`config.mk`:
```
export PLATFORM = sky130hd
export DESIGN_NAME = sr_sched
export DESIGN_NICKNAME = d
export VERILOG_FILES = /design/src/rtl/sr_pkg.sv /design/src/rtl/sr_lowest_free.sv /design/src/rtl/sr_rr_pick.sv /design/src/rtl/sr_regctx.sv /design/src/rtl/sr_sched.sv
export SDC_FILE = /design/constraint.sdc
export NUM_CORES = 1
export LEC_CHECK = 0
export BUFFER_PORTS_ARGS = -buffer_cell sky130_fd_sc_hd__buf_4
export CAP_MARGIN = 5
export CELL_PAD_IN_SITES_DETAIL_PLACEMENT = 0
export CELL_PAD_IN_SITES_GLOBAL_PLACEMENT = 1
export CORE_MARGIN = 2
export CORE_UTILIZATION = 50
export CTS_CLUSTER_SIZE = 24
export DETAILED_ROUTE_END_ITERATION = 7
export HOLD_SLACK_MARGIN = 0.1
export PLACE_DENSITY_LB_ADDON = 0.1
export RECOVER_POWER = 25
export SYNTH_ARGS = -nofsm -noshare
export SYNTH_HDL_FRONTEND = slang
export SYNTH_SLANG_ARGS = --single-unit
```
`constraint.sdc`:
```
create_clock -name clk -period 8.91 [get_ports clk]
set_input_delay 2.2275 -clock clk [delete_from_list [all_inputs] [get_ports clk]]
set_output_delay 2.2275 -clock clk [all_outputs]
set_load 0.02 [all_outputs]
```
`src/rtl/sr_pkg.sv`:
```
package sr_pkg;
  typedef enum logic [1:0] {
    RS_EMPTY = 2'd0,
    RS_WAIT  = 2'd1,
    RS_FULL  = 2'd2
  } rstate_t;
endpackage

```
`src/rtl/sr_lowest_free.sv`:
```
module sr_lowest_free #(
  parameter int N = 4,
  localparam int IW = (N > 1) ? $clog2(N) : 1
) (
  input  logic [N-1:0]  busy,
  output logic          any_free,
  output logic [IW-1:0] idx
);
  always_comb begin
    any_free = 1'b0;
    idx      = '0;
    for (int k = N - 1; k >= 0; k--) begin
      if (!busy[k]) begin
        any_free = 1'b1;
        idx      = IW'(k);
      end
    end
  end
endmodule

```
`src/rtl/sr_rr_pick.sv`:
```
module sr_rr_pick #(
  parameter int N = 4,
  localparam int IW = (N > 1) ? $clog2(N) : 1
) (
  input  logic          clk,
  input  logic          rst_n,
  input  logic [N-1:0]  req,
  input  logic          adv,
  output logic          gnt_valid,
  output logic [IW-1:0] gnt_idx
);
  logic [IW-1:0] last_q;

  always_comb begin
    gnt_valid = 1'b0;
    gnt_idx   = '0;
    for (int k = N; k >= 1; k--) begin
      if (req[(int'(last_q) + k) % N]) begin
        gnt_valid = 1'b1;
        gnt_idx   = IW'((int'(last_q) + k) % N);
      end
    end
  end

  always_ff @(posedge clk or negedge rst_n) begin
    if (!rst_n)                last_q <= IW'(N - 1);
    else if (adv && gnt_valid) last_q <= gnt_idx;
  end
endmodule

```
`src/rtl/sr_regctx.sv`:
```
module sr_regctx #(
  parameter int NTHR = 4,
  parameter int NREG = 4,
  parameter int DW   = 8,
  localparam int TW   = (NTHR > 1) ? $clog2(NTHR) : 1,
  localparam int RW   = (NREG > 1) ? $clog2(NREG) : 1,
  localparam int NTOT = NTHR * NREG,
  localparam int XW   = TW + RW
) (
  input  logic                 clk,
  input  logic                 rst_n,
  input  logic                 clr_en,
  input  logic [TW-1:0]        clr_ctx,
  input  logic [TW-1:0]        rd_ctx,
  input  logic [RW-1:0]        rd_ra,
  input  logic [RW-1:0]        rd_rb,
  output sr_pkg::rstate_t      st_a,
  output sr_pkg::rstate_t      st_b,
  output logic [DW-1:0]        dat_a,
  output logic [DW-1:0]        dat_b,
  input  logic                 wr_en,
  input  logic [TW-1:0]        wr_ctx,
  input  logic [RW-1:0]        wr_reg,
  input  logic [DW-1:0]        wr_data,
  output sr_pkg::rstate_t      st_w,
  output logic [DW-1:0]        dat_w,
  input  logic                 park_en,
  input  logic [TW-1:0]        park_ctx,
  input  logic [RW-1:0]        park_reg,
  input  logic [TW-1:0]        park_tid
);
  import sr_pkg::*;

  rstate_t       st_v  [NTOT];
  logic [DW-1:0] dat_v [NTOT];

  logic [XW-1:0] wr_x, park_x;
  assign wr_x   = {wr_ctx, wr_reg};
  assign park_x = {park_ctx, park_reg};

  for (genvar g = 0; g < NTOT; g++) begin : g_ent
    rstate_t       st_q;
    logic [DW-1:0] dat_q;
    always_ff @(posedge clk or negedge rst_n) begin
      if (!rst_n) begin
        st_q  <= RS_EMPTY;
        dat_q <= '0;
      end else if (clr_en && clr_ctx == TW'(g / NREG)) begin
        st_q  <= RS_EMPTY;
        dat_q <= '0;
      end else if (wr_en && wr_x == XW'(g)) begin
        st_q  <= RS_FULL;
        dat_q <= wr_data;
      end else if (park_en && park_x == XW'(g)) begin
        st_q  <= RS_WAIT;
        dat_q <= DW'(park_tid);
      end
    end
    assign st_v[g]  = st_q;
    assign dat_v[g] = dat_q;
  end

  assign st_a  = st_v[{rd_ctx, rd_ra}];
  assign st_b  = st_v[{rd_ctx, rd_rb}];
  assign dat_a = dat_v[{rd_ctx, rd_ra}];
  assign dat_b = dat_v[{rd_ctx, rd_rb}];
  assign st_w  = st_v[wr_x];
  assign dat_w = dat_v[wr_x];
endmodule

```
`src/rtl/sr_sched.sv`:
```
module sr_sched #(
  parameter int NTHR = 4,
  parameter int NREG = 4,
  parameter int DW   = 8,
  localparam int TW = (NTHR > 1) ? $clog2(NTHR) : 1,
  localparam int RW = (NREG > 1) ? $clog2(NREG) : 1,
  localparam int LW = $clog2(NTHR + 1)
) (
  input  logic          clk,
  input  logic          rst_n,
  input  logic          crt_valid,
  output logic          crt_ready,
  output logic [TW-1:0] crt_tid,
  output logic          iss_valid,
  input  logic          iss_ready,
  output logic [TW-1:0] iss_tid,
  input  logic          op_valid,
  input  logic [TW-1:0] op_tid,
  input  logic [RW-1:0] op_ra,
  input  logic [RW-1:0] op_rb,
  output logic          op_ok,
  output logic [DW-1:0] op_a,
  output logic [DW-1:0] op_b,
  input  logic          wr_valid,
  input  logic [TW-1:0] wr_tid,
  input  logic [RW-1:0] wr_reg,
  input  logic [DW-1:0] wr_data,
  input  logic          term_valid,
  input  logic [TW-1:0] term_tid,
  output logic [LW-1:0] load,
  output logic          idle
);
  import sr_pkg::*;

  logic [NTHR-1:0] run_q, busy_q;
  rstate_t         st_a, st_b, st_w;
  logic [DW-1:0]   dat_a, dat_b, dat_w;

  logic crt_go, iss_go, hit_a, hit_b, full_a, full_b, park_go, wake_go;
  logic [RW-1:0] park_reg;
  logic [TW-1:0] waiter;

  sr_lowest_free #(.N(NTHR)) u_free (
    .busy(busy_q), .any_free(crt_ready), .idx(crt_tid)
  );

  sr_rr_pick #(.N(NTHR)) u_pick (
    .clk(clk), .rst_n(rst_n), .req(run_q), .adv(iss_ready),
    .gnt_valid(iss_valid), .gnt_idx(iss_tid)
  );

  assign crt_go = crt_valid && crt_ready;
  assign iss_go = iss_valid && iss_ready;

  // Write bypass: a same-cycle write to a source counts as data present.
  assign hit_a  = wr_valid && wr_tid == op_tid && wr_reg == op_ra;
  assign hit_b  = wr_valid && wr_tid == op_tid && wr_reg == op_rb;
  assign full_a = hit_a || st_a == RS_FULL;
  assign full_b = hit_b || st_b == RS_FULL;
  assign op_ok  = op_valid && full_a && full_b;
  assign op_a   = hit_a ? wr_data : dat_a;
  assign op_b   = hit_b ? wr_data : dat_b;

  assign park_go  = op_valid && !(full_a && full_b);
  assign park_reg = full_a ? op_rb : op_ra;
  assign wake_go  = wr_valid && st_w == RS_WAIT;
  assign waiter   = dat_w[TW-1:0];

  sr_regctx #(.NTHR(NTHR), .NREG(NREG), .DW(DW)) u_regs (
    .clk(clk), .rst_n(rst_n),
    .clr_en(crt_go), .clr_ctx(crt_tid),
    .rd_ctx(op_tid), .rd_ra(op_ra), .rd_rb(op_rb),
    .st_a(st_a), .st_b(st_b), .dat_a(dat_a), .dat_b(dat_b),
    .wr_en(wr_valid), .wr_ctx(wr_tid), .wr_reg(wr_reg), .wr_data(wr_data),
    .st_w(st_w), .dat_w(dat_w),
    .park_en(park_go), .park_ctx(op_tid), .park_reg(park_reg), .park_tid(op_tid)
  );

  for (genvar t = 0; t < NTHR; t++) begin : g_thr
    logic set_run, clr_run;
    assign set_run = (crt_go && crt_tid == TW'(t)) ||
                     (op_ok && op_tid == TW'(t)) ||
                     (wake_go && waiter == TW'(t));
    assign clr_run = (iss_go && iss_tid == TW'(t)) ||
                     (term_valid && term_tid == TW'(t));
    always_ff @(posedge clk or negedge rst_n) begin
      if (!rst_n) begin
        run_q[t]  <= 1'b0;
        busy_q[t] <= 1'b0;
      end else begin
        if (set_run)      run_q[t] <= 1'b1;
        else if (clr_run) run_q[t] <= 1'b0;
        if (crt_go && crt_tid == TW'(t))              busy_q[t] <= 1'b1;
        else if (term_valid && term_tid == TW'(t))    busy_q[t] <= 1'b0;
      end
    end
  end

  always_comb begin
    load = '0;
    for (int t = 0; t < NTHR; t++) load = load + LW'(run_q[t]);
  end
  assign idle = ~|run_q;
endmodule

```
==> results.json, run 1 <==
{
  "ff2ff_setup_slack_ns": 5.74,
  "clockBufferDepth": 2,
  "synth_edf_count": 0,
  "ant_nets": 0,
  "min_path_type": "flip-flop to flip-flop",
  "num_vias": 7380,
  "finalHoldViolCount": 0,
  "ctsRootBufferMaster": "clkbuf_16",
  "clkTransAtPathRegs_ns": 0.07,
  "fin_setup_tns_ns": 0,
  "period_share_pct": 79.39,
  "rows": 52,
  "vdd_drop_max_uv": 114.9,
  "die_x_microns": 146.7,
  "r2r_start": "u_regs.g_ent[14].st_q[0]$_DFFE_PN0P_",
  "placeableCoreArea_sq_mm": 0.02010,
  "nNetsFinal": 799,
  "drc": 0,
  "crit_chain": "buf_4, xor2_1, nor3_2, a31o_2, nand2_1, nor2_1, buf_4",
  "port-buffer-count": 53,
  "clkLatencyLatePin_ns": 0.44,
  "grt_pass1_wl_microns": 46550,
  "powerDensity_mw_per_mm2": 262.1,
  "place_hpwl_microns": 20430,
  "grt_pass1_vias": 7375,
  "initialDrtViolationCount": 901,
  "totalWireLength_microns": 29850,
  "netlist_area_sq_mm": 0.01018,
  "die_height_microns": 146.7,
  "cts_buffers": 17,
  "critPathMaxStageDelay_ns": 0.71,
  "cts_num_sinks": 170,
  "worst-setup-path-type": "input port to output pin",
  "critical_path.startpoint": "op_ra[0]",
  "io-pin-count": 54,
  "rsz0062_at_grt": "no",
  "setup_viol": 0,
  "rr_endpoint": "u_regs.g_ent[10].dat_q[1]$_DFFE_PN0P_",
  "initial_core_util_pct": 50.63,
  "antenna_found_initial": 0,
  "cts_tree": "built",
  "maxCapViolCount": 1,
  "slowest_stage": "nor3_2",
  "hold_slack_ns": 0.4970,
  "period_needed_ns": 7.074,
  "post_cts_buffers": 0,
  "fill_cells": 1678,
  "dr.pass1.iters": 5,
  "synthFlopType": "dfrtp_1",
  "synth.avg_cell_area_sq_um": 13.22,
  "viasPerCell": 7.022,
  "synth_warnings": 0,
  "multiInputGateArea_sq_mm": 0.005507,
  "synth_seq_cells": 170,
  "syn_nets": 801,
  "slew_violations": 89,
  "antenna_cells": 0,
  "min_from": "u_pick.last_q[0]$_DFFE_PN1P_",
  "yosysUniqueCellTypes": 55,
  "cp_max_fo": 45,
  "synthArstFlopShare_pct": 100.0,
  "fmax_ghz": 0.1414,
  "crit_end": "op_ok",
  "slew_headroom_pct": -226.3,
  "synth.most_common_cell": "dfrtp_1",
  "gp_congestion": 0.8461,
  "dieArea_sq_mm": 0.02152,
  "syn_inst": 770,
  "violations": "max-capacitance violations, max-slew violations",
  "instances_no_fill": 1051,
  "synthTopCellsByCount": "dfrtp_1 (168), a22o_1 (128), mux4_2 (105)",
  "leakage_nw": 4.803,
  "placedCellCount": 1019,
  "synth_top_area_cell": "dfrtp_1",
  "ys_seq_area_share_pct": 41.82,
  "cp.arrival_ns": 4.85,
  "grt_usage_pct": 28.67,
  "grt_max_degree": 89,
  "r2r_cells": 7,
  "required_ns": 6.68,
  "cts_max_level": 4,
  "seqCellArea_sq_mm": 0.004257,
  "fin_area_sq_mm": 0.01112,
  "worstMarginPinSlew_ns": 4.894,
  "grt.overflow.total": 0,
  "worst_setup_path_start_kind": "input port",
  "dpl_cell_area_sq_mm": 0.01056,
  "status": "finished, violations left",
  "route.detailed.wl_per_inst_microns": 28.40,
  "area_delta_synth_final_pct": 9.293,
  "yosysTopAreaCellShare_pct": 41.30,
  "holdBufCountCts": 0,
  "synth_area_leaders": "dfrtp_1 (41%), mux4_2 (23%), a22o_1 (11%)",
  "fin_util_pct": 55.33,
  "cts.repair.resized": 0,
  "clock_skew_ns": 0.009520,
  "worstSetupEndpointType": "output pin",
  "crit_top_cell": "buf_4",
  "drive_gt1_share_pct": 29.32
}
[logic make-up after synthesis]
family | share of synthesized area (%)
DFF | 41.82
AOI/OAI and AO/OA | 18.76
muxes | 28.44
and+or+nand+nor | 5.815
xor gates and xnor gates | 0.5163
buffers and inverters | 4.081
adders and majority gates | 0.5655
[per-layer routing]
metal	wire length [microns]	up-vias	track usage, %
li1	-	3065	-
met3	2497	27	5.688
met2	13870	379	43.33
met4	276	0	5.146
met1	13200	3909	43.91
met5	0	-	0
[cells in the final DEF (no fill, tap or decap), types with 4 or more instances in the layout]
master | netlist | routed
a21o_1 | 23 | 23
a21oi_1 | 19 | 19
a22o_1 | 128 | 128
a31oi_1 | 9 | 9
and2_1 | 5 | 5
and3_1 | 4 | 4
buf_4 | 0 | 50
clkbuf_1 | 30 | 4
clkbuf_16 | 0 | 17
clkinvlp_4 | 0 | 4
dfrtp_1 | 168 | 168
inv_1 | 14 | 14
mux2_1 | 5 | 5
mux2_2 | 23 | 23
mux2_4 | 5 | 5
mux4_2 | 105 | 105
nand2_1 | 24 | 24
nand2b_1 | 8 | 8
nand3_1 | 11 | 11
nand3b_1 | 6 | 6
nor2_1 | 37 | 37
nor2b_1 | 10 | 10
o21a_1 | 23 | 23
o21ai_0 | 5 | 5
o221ai_1 | 5 | 5
o32ai_1 | 6 | 6
xor2_1 | 4 | 4
[worst max-delay path: cells and delay by family]
kind | cells | cell delay [ns]
compound gates | 1 | 0.48
simple gates | 3 | 1.07
xor+xnor | 1 | 0.19
buf+inv | 2 | 0.81
[power breakdown]
group          leakage [nW]  switching (mW)  internal (mW)
Combinational          2.27           0.506          0.516
Sequential             2.26           0.189          0.963
Clock                 0.272           0.342          0.400
Total                  4.80            1.04           1.88
[final cells by class]
type | count | area share (%)
sequential | 170 | 38.26
timing repair buffer | 54 | 3.543
tap | 270 | 3.037
clock buffer | 19 | 3.982
inverter | 14 | 0.4724
multi-input combinational | 511 | 49.50
clock inverter | 13 | 1.203
[metrics by stage]
| step | total power [mW] | setup WS [ns] |
|---|---|---|
| 2_1_floorplan | 1.851 | 2.303 |
| 3_3_place_gp | 2.139 | 1.895 |
| 3_5_place_dp | 2.168 | 1.791 |
| 4_1_cts | 2.913 | 1.811 |
| 5_1_grt | 3.050 | 1.413 |
| 6_report | 2.916 | 1.836 |
[state kept, by name, indices dropped and copies added, names as in the netlist]
| name | flops |
|---|---|
| u_regs.g_ent.dat_q | 128 |
| u_regs.g_ent.st_q | 32 |
| run_q | 4 |
| busy_q | 4 |
| u_pick.last_q | 2 |
[worst min-delay path by stage]
stage | to | depth (start not counted)
final | u_pick.last_q[0]$_DFFE_PN1P_ | 2
after global routing | u_regs.g_ent[3].dat_q[7]$_DFFE_PN0P_ | 1
after CTS | u_pick.last_q[0]$_DFFE_PN1P_ | 2
after detailed placement | u_pick.last_q[0]$_DFFE_PN1P_ | 2
after global placement | u_pick.last_q[0]$_DFFE_PN1P_ | 2
after floorplan | u_pick.last_q[0]$_DFFE_PN1P_ | 2
Note: power is estimated with default switching activity, not from simulation.
==> run 2, diff against run 1 <==
clock period = 6.9 ns   (was 8.91 ns; I/O delays follow)
==> run 2 against run 1 <==
The run still ends with max-capacitance violations, max-slew violations left; register-to-register slack worse by 2.0 ns; via count up 2.3%; global-route usage up 0.56 points; critical path depth down 1; critical path type unchanged; highest routed layer unchanged; power up 31%; sequential share of layout area down 0.29 points.
==> results.json, run 2 (same netlist as run 1, synthesis figures left out) <==
{
  "fill_cells": 1659,
  "placeableCoreArea_sq_mm": 0.02010,
  "largest_register_ffs": 128,
  "powerDensity_mw_per_mm2": 341.0,
  "worstMarginPinSlew_ns": 3.932,
  "critPathMaxStageDelay_ns": 0.56,
  "top_register": "u_regs.g_ent.dat_q",
  "port-buffer-count": 53,
  "grt_pass1_wl_microns": 46950,
  "io-pin-count": 54,
  "dr.pass1.iters": 5,
  "required_ns": 5.18,
  "worstSetupEndpointType": "output pin",
  "fin_setup_tns_ns": 0,
  "maxCapViolCount": 1,
  "leakage_nw": 4.864,
  "cp_max_fo": 33,
  "initialDrtViolationCount": 797,
  "drive_gt1_share_pct": 29.99,
  "multiInputGateArea_sq_mm": 0.005507,
  "p_int_mw": 2.437,
  "antenna_found_initial": 0,
  "hold_slack_ns": 0.4991,
  "period_share_pct": 84.94,
  "ant_nets": 0,
  "clockBufferDepth": 2,
  "num_vias": 7550,
  "rows": 52,
  "path_buf_inv": 3,
  "viasPerCell": 7.143,
  "top_regs": "u_regs.g_ent.dat_q: 128 flops, u_regs.g_ent.st_q: 32 flops",
  "grt_max_degree": 70,
  "slew_headroom_pct": -162.1,
  "timing.final.ws_setup_ns": 1.039,
  "violations": "max-capacitance violations, max-slew violations",
  "cp.arrival_ns": 4.14,
  "drc": 0,
  "cts_max_level": 4,
  "nNetsFinal": 805,
  "totalWireLength_microns": 30490,
  "vdd_drop_max_uv": 153.9,
  "gp_congestion": 0.9028,
  "rsz0062_at_grt": "no",
  "p_sw_mw": 1.386,
  "min_path_type": "flip-flop to flip-flop",
  "clkPwrFrac_pct": 26.3,
  "slew_violations": 70,
  "dpl_worst_slack_ns": 0.9875,
  "finalHoldViolCount": 0,
  "initial_core_util_pct": 50.63,
  "die_height_microns": 146.7,
  "dieArea_sq_mm": 0.02152,
  "final_common_cell": "dfrtp_1",
  "worst_setup_path_start_kind": "input port",
  "pwr-share-comb_pct": 34.4,
  "crit_chain": "buf_4, buf_4, mux4_2, mux4_2, mux2_2, buf_4",
  "p_seq_share_pct": 39.3,
  "antenna_cells": 0,
  "total_power_mw": 3.823,
  "route.detailed.wl_per_inst_microns": 28.84,
  "period_needed_ns": 5.861,
  "fmax_ghz": 0.1706,
  "setup_viol": 0,
  "cts.repair.resized": 0,
  "crit_top_cell": "buf_4",
  "clkLatencyLatePin_ns": 0.44,
  "place_hpwl_microns": 20970,
  "post_cts_buffers": 0,
  "cp_top_family": "multiplexers",
  "grt_usage_pct": 29.23,
  "worst-setup-path-type": "input port to output pin",
  "status": "finished, violations left",
  "ctsRootBufferMaster": "clkbuf_16",
  "grt.overflow.total": 0,
  "grt_pass1_vias": 7452,
  "layout_common_cells": "dfrtp_1 (168), a22o_1 (128), mux4_2 (105), buf_4 (55), nor2_1 (37)",
  "holdBufCountCts": 0,
  "slowest_stage": "mux4_2",
  "cts_tree": "built",
  "area_delta_synth_final_pct": 10.14,
  "cts_buffers": 17,
  "cts_num_sinks": 170,
  "clock_skew_ns": 0.01432,
  "seqCellArea_sq_mm": 0.004257,
  "clkTransAtPathRegs_ns": 0.07,
  "switching_share_pct": 36.26,
  "die_x_microns": 146.7
}
## run 2: cell types whose count changed in the layout (fill, tap and decap cells not counted), sizes merged
cell	previous run	this run
buf	50	55
clkinv	2	5
clkbuf	23	22
clkinvlp	4	0
inv	20	23
## run 2: area by class of cell
cell class | count | share of cell area, %
inverter | 14 | 0.4687
clock inverter | 15 | 1.741
timing repair buffer | 60 | 3.895
clock buffer | 17 | 3.795
multi-input combinational | 511 | 49.12
sequential | 170 | 37.97
tap | 270 | 3.013
## run 2: power groups by stage
stage                     Combinational (mW)  Clock, mW  Sequential [mW]
after floorplan                        0.982          0             1.41
after global placement                  1.28          0             1.49
after detailed placement                1.30          0             1.50
after CTS                               1.31       1.02             1.48
after global routing                    1.41       1.06             1.53
final                                   1.32       1.01             1.50
## run 2: stage by stage
stage / std cells / util (%) / cell area (sq um)
finish: 1057 / 55.76 / 11210
global route: 1057 / 55.76 / 11210
CTS: 1057 / 55.85 / 11230
detailed placement: 1025 / 52.76 / 10610
global placement: 1025 / 52.76 / 10610
floorplan: 770 / - / 10180
## run 2: final timing paths
path	start	to	slack (ns)	cells after the start
max	op_ra[0]	op_a[7]	1.04	6
min	u_pick.last_q[0]$_DFFE_PN1P_	u_pick.last_q[0]$_DFFE_PN1P_	0.50	2
max reg2reg	u_regs.g_ent[15].st_q[0]$_DFFE_PN0P_	u_regs.g_ent[9].dat_q[1]$_DFFE_PN0P_	3.75	7
min reg2reg	u_pick.last_q[0]$_DFFE_PN1P_	u_pick.last_q[0]$_DFFE_PN1P_	0.50	2
max in group asynchronous	rst_n	u_regs.g_ent[12].dat_q[5]$_DFFE_PN0P_	1.50	2
min in group asynchronous	rst_n	u_regs.g_ent[2].st_q[0]$_DFFE_PN0P_	2.64	1
## run 2: metal layers
layer	part of all wire [%]	global-route usage, %	vias to the layer above
met4	1.4	7.524	0
met5	0	0	-
li1	-	-	3100
met1	45	45.12	4014
met2	45	42.63	398
met3	8.0	6.000	38
## run 2: tightest hold or removal path, cell delays in order, from the launching register on
cell and delay (ns):
dfstp_2 0.38, inv_1 0.06, a21oi_1 0.06
==> run 3, diff against run 2 <==
clock period = 5.78 ns   (was 6.9 ns; I/O delays follow)
==> run 3 against run 2 <==
The run still ends with max-capacitance violations, max-slew violations left; die area unchanged; worst hold slack better by 0.0010 ns; sequential power up 19%; via count down 0.20%; largest power group unchanged; critical path type unchanged; critical endpoint is now op_b[7]; critical path depth unchanged; combinational power up 21%; clock skew down 0.0057 ns; register-to-register slack worse by 1.1 ns; sequential share of layout area up 0.081 points; core utilization down 0.12 points; highest routed layer unchanged.
==> results.json, run 3 (same netlist as run 1, synthesis figures left out) <==
{
  "total_power_mw": 4.489,
  "post_cts_buffers": 0,
  "grt_pass1_wl_microns": 47810,
  "crit_chain": "buf_4, buf_12, mux4_2, mux4_2, mux2_2, buf_4",
  "status": "finished, violations left",
  "seqCellArea_sq_mm": 0.004257,
  "num_vias": 7535,
  "clkLatencyLatePin_ns": 0.44,
  "initial_core_util_pct": 50.63,
  "viasPerCell": 7.122,
  "maxCapViolCount": 1,
  "placeableCoreArea_sq_mm": 0.02010,
  "worstSetupEndpointType": "output pin",
  "holdBufCountCts": 0,
  "grt_pass1_vias": 7598,
  "grt-busiest-layer": "met1",
  "cp.arrival_ns": 3.69,
  "clockBufferDepth": 2,
  "gp_congestion": 0.8837,
  "dpl_cell_area_sq_mm": 0.01064,
  "largest_register_ffs": 128,
  "cts.repair.resized": 0,
  "ctsRootBufferMaster": "clkbuf_16",
  "rsz0062_at_grt": "no",
  "nNetsFinal": 806,
  "worst_setup_path_start_kind": "input port",
  "worstMarginPinSlew_ns": 3.813,
  "min_path_type": "flip-flop to flip-flop",
  "finalHoldViolCount": 0,
  "fill_cells": 1665,
  "initialDrtViolationCount": 793,
  "drive_gt1_share_pct": 29.95,
  "powerDensity_mw_per_mm2": 401.3,
  "drc": 0,
  "use_met2_pct": 43.43,
  "grt.overflow.total": 0,
  "slew_violations": 87,
  "slowest_stage": "mux4_2",
  "dieArea_sq_mm": 0.02152,
  "grt_max_degree": 87,
  "fmax_ghz": 0.1949,
  "clock_skew_ns": 0.008602,
  "worst-setup-path-type": "input port to output pin",
  "critPathMaxStageDelay_ns": 0.53,
  "fin_area_sq_mm": 0.01119,
  "grt_use_met3_pct": 8.719,
  "slew_headroom_pct": -154.2,
  "port-buffer-count": 53,
  "hold_slack_ns": 0.5001,
  "cts_buffers": 17,
  "place_hpwl_microns": 21390,
  "required_ns": 4.34,
  "period_needed_ns": 5.131,
  "totalWireLength_microns": 30810,
  "cts_max_level": 4,
  "layout_common_cells": "dfrtp_1 (168), a22o_1 (128), mux4_2 (105), buf_4 (55), nor2_1 (37)",
  "antenna_cells": 0,
  "path_buf_inv": 3,
  "clkTransAtPathRegs_ns": 0.07,
  "cp_max_fo": 26,
  "ant_nets": 0,
  "die_height_microns": 146.7,
  "top_register": "u_regs.g_ent.dat_q",
  "period_share_pct": 88.77,
  "multiInputGateArea_sq_mm": 0.005507,
  "setup_viol": 0,
  "die_x_microns": 146.7,
  "antenna_found_initial": 0,
  "cts_num_sinks": 170,
  "grtUsageMet1_pct": 44.12,
  "vdd_drop_max_uv": 204.2,
  "top_regs": "u_regs.g_ent.dat_q: 128 flops, u_regs.g_ent.st_q: 32 flops",
  "area_delta_synth_final_pct": 9.908,
  "grt_usage_pct": 29.71,
  "dr.pass1.iters": 5,
  "fin_setup_tns_ns": 0,
  "violations": "max-capacitance violations, max-slew violations",
  "final_common_cell": "dfrtp_1",
  "leakage_nw": 4.847,
  "rows": 52,
  "cts_tree": "built",
  "route.detailed.wl_per_inst_microns": 29.12,
  "cp_top_family": "multiplexers",
  "io-pin-count": 54
}
==> run 3: worst reg2reg max path, cell delays in order (launching register included) <==
cell and delay (ns):
dfrtp_1 0.43, mux4_1 0.54, a22oi_1 0.24, a31o_2 0.21
buf_4 0.23, mux2i_4 0.49, o21a_1 0.47, mux2_2 0.40
==> run 3: final cells by class <==
type                       count  share of cell area [%]
timing repair buffer          61                   4.261
clock inverter                14                   1.141
sequential                   170                   38.05
multi-input combinational    511                   49.22
tap                          270                   3.020
clock buffer                  18                   3.836
inverter                      14                  0.4697
==> run 3: per-stage QoR <==
step | utilization [%] | std cells | setup WS (ns)
2_1_floorplan | - | 770 | 0.7378
3_3_place_gp | 52.93 | 1026 | 0.6489
3_5_place_dp | 52.93 | 1026 | 0.6226
4_1_cts | 55.69 | 1058 | 0.6236
5_1_grt | 55.64 | 1058 | 0.3360
6_report | 55.64 | 1058 | 0.6491
==> run 3: report_power, final <==
part / internal, mW / total (mW) / leakage, nW / switching (mW)
combinational: 0.804 / 1.60 / 2.32 / 0.793
clock: 0.570 / 1.11 / 0.268 / 0.541
sequential: 1.48 / 1.78 / 2.26 / 0.297
==> run 3: path summary, 6_finish.rpt <==
check / slack [ns] / end / startpoint / cells past startpoint
min reg2reg: 0.50 / u_pick.last_q[0]$_DFFE_PN1P_ / u_pick.last_q[0]$_DFFE_PN1P_ / 2
min: 0.50 / u_pick.last_q[0]$_DFFE_PN1P_ / u_pick.last_q[0]$_DFFE_PN1P_ / 2
max in group asynchronous: 1.14 / u_regs.g_ent[4].dat_q[5]$_DFFE_PN0P_ / rst_n / 2
max reg2reg: 2.66 / u_regs.g_ent[9].dat_q[1]$_DFFE_PN0P_ / u_regs.g_ent[1].st_q[0]$_DFFE_PN0P_ / 7
max: 0.65 / op_b[7] / op_rb[0] / 6
min in group asynchronous: 2.47 / busy_q[1]$_DFFE_PN0P_ / rst_n / 1
==> run 3: per-layer routing <==
metal	vias to the layer above	share of wire [%]
met2	411	45
met1	3977	43
met4	0	1.5
met3	44	9.9
met5	-	0
li1	3103	-
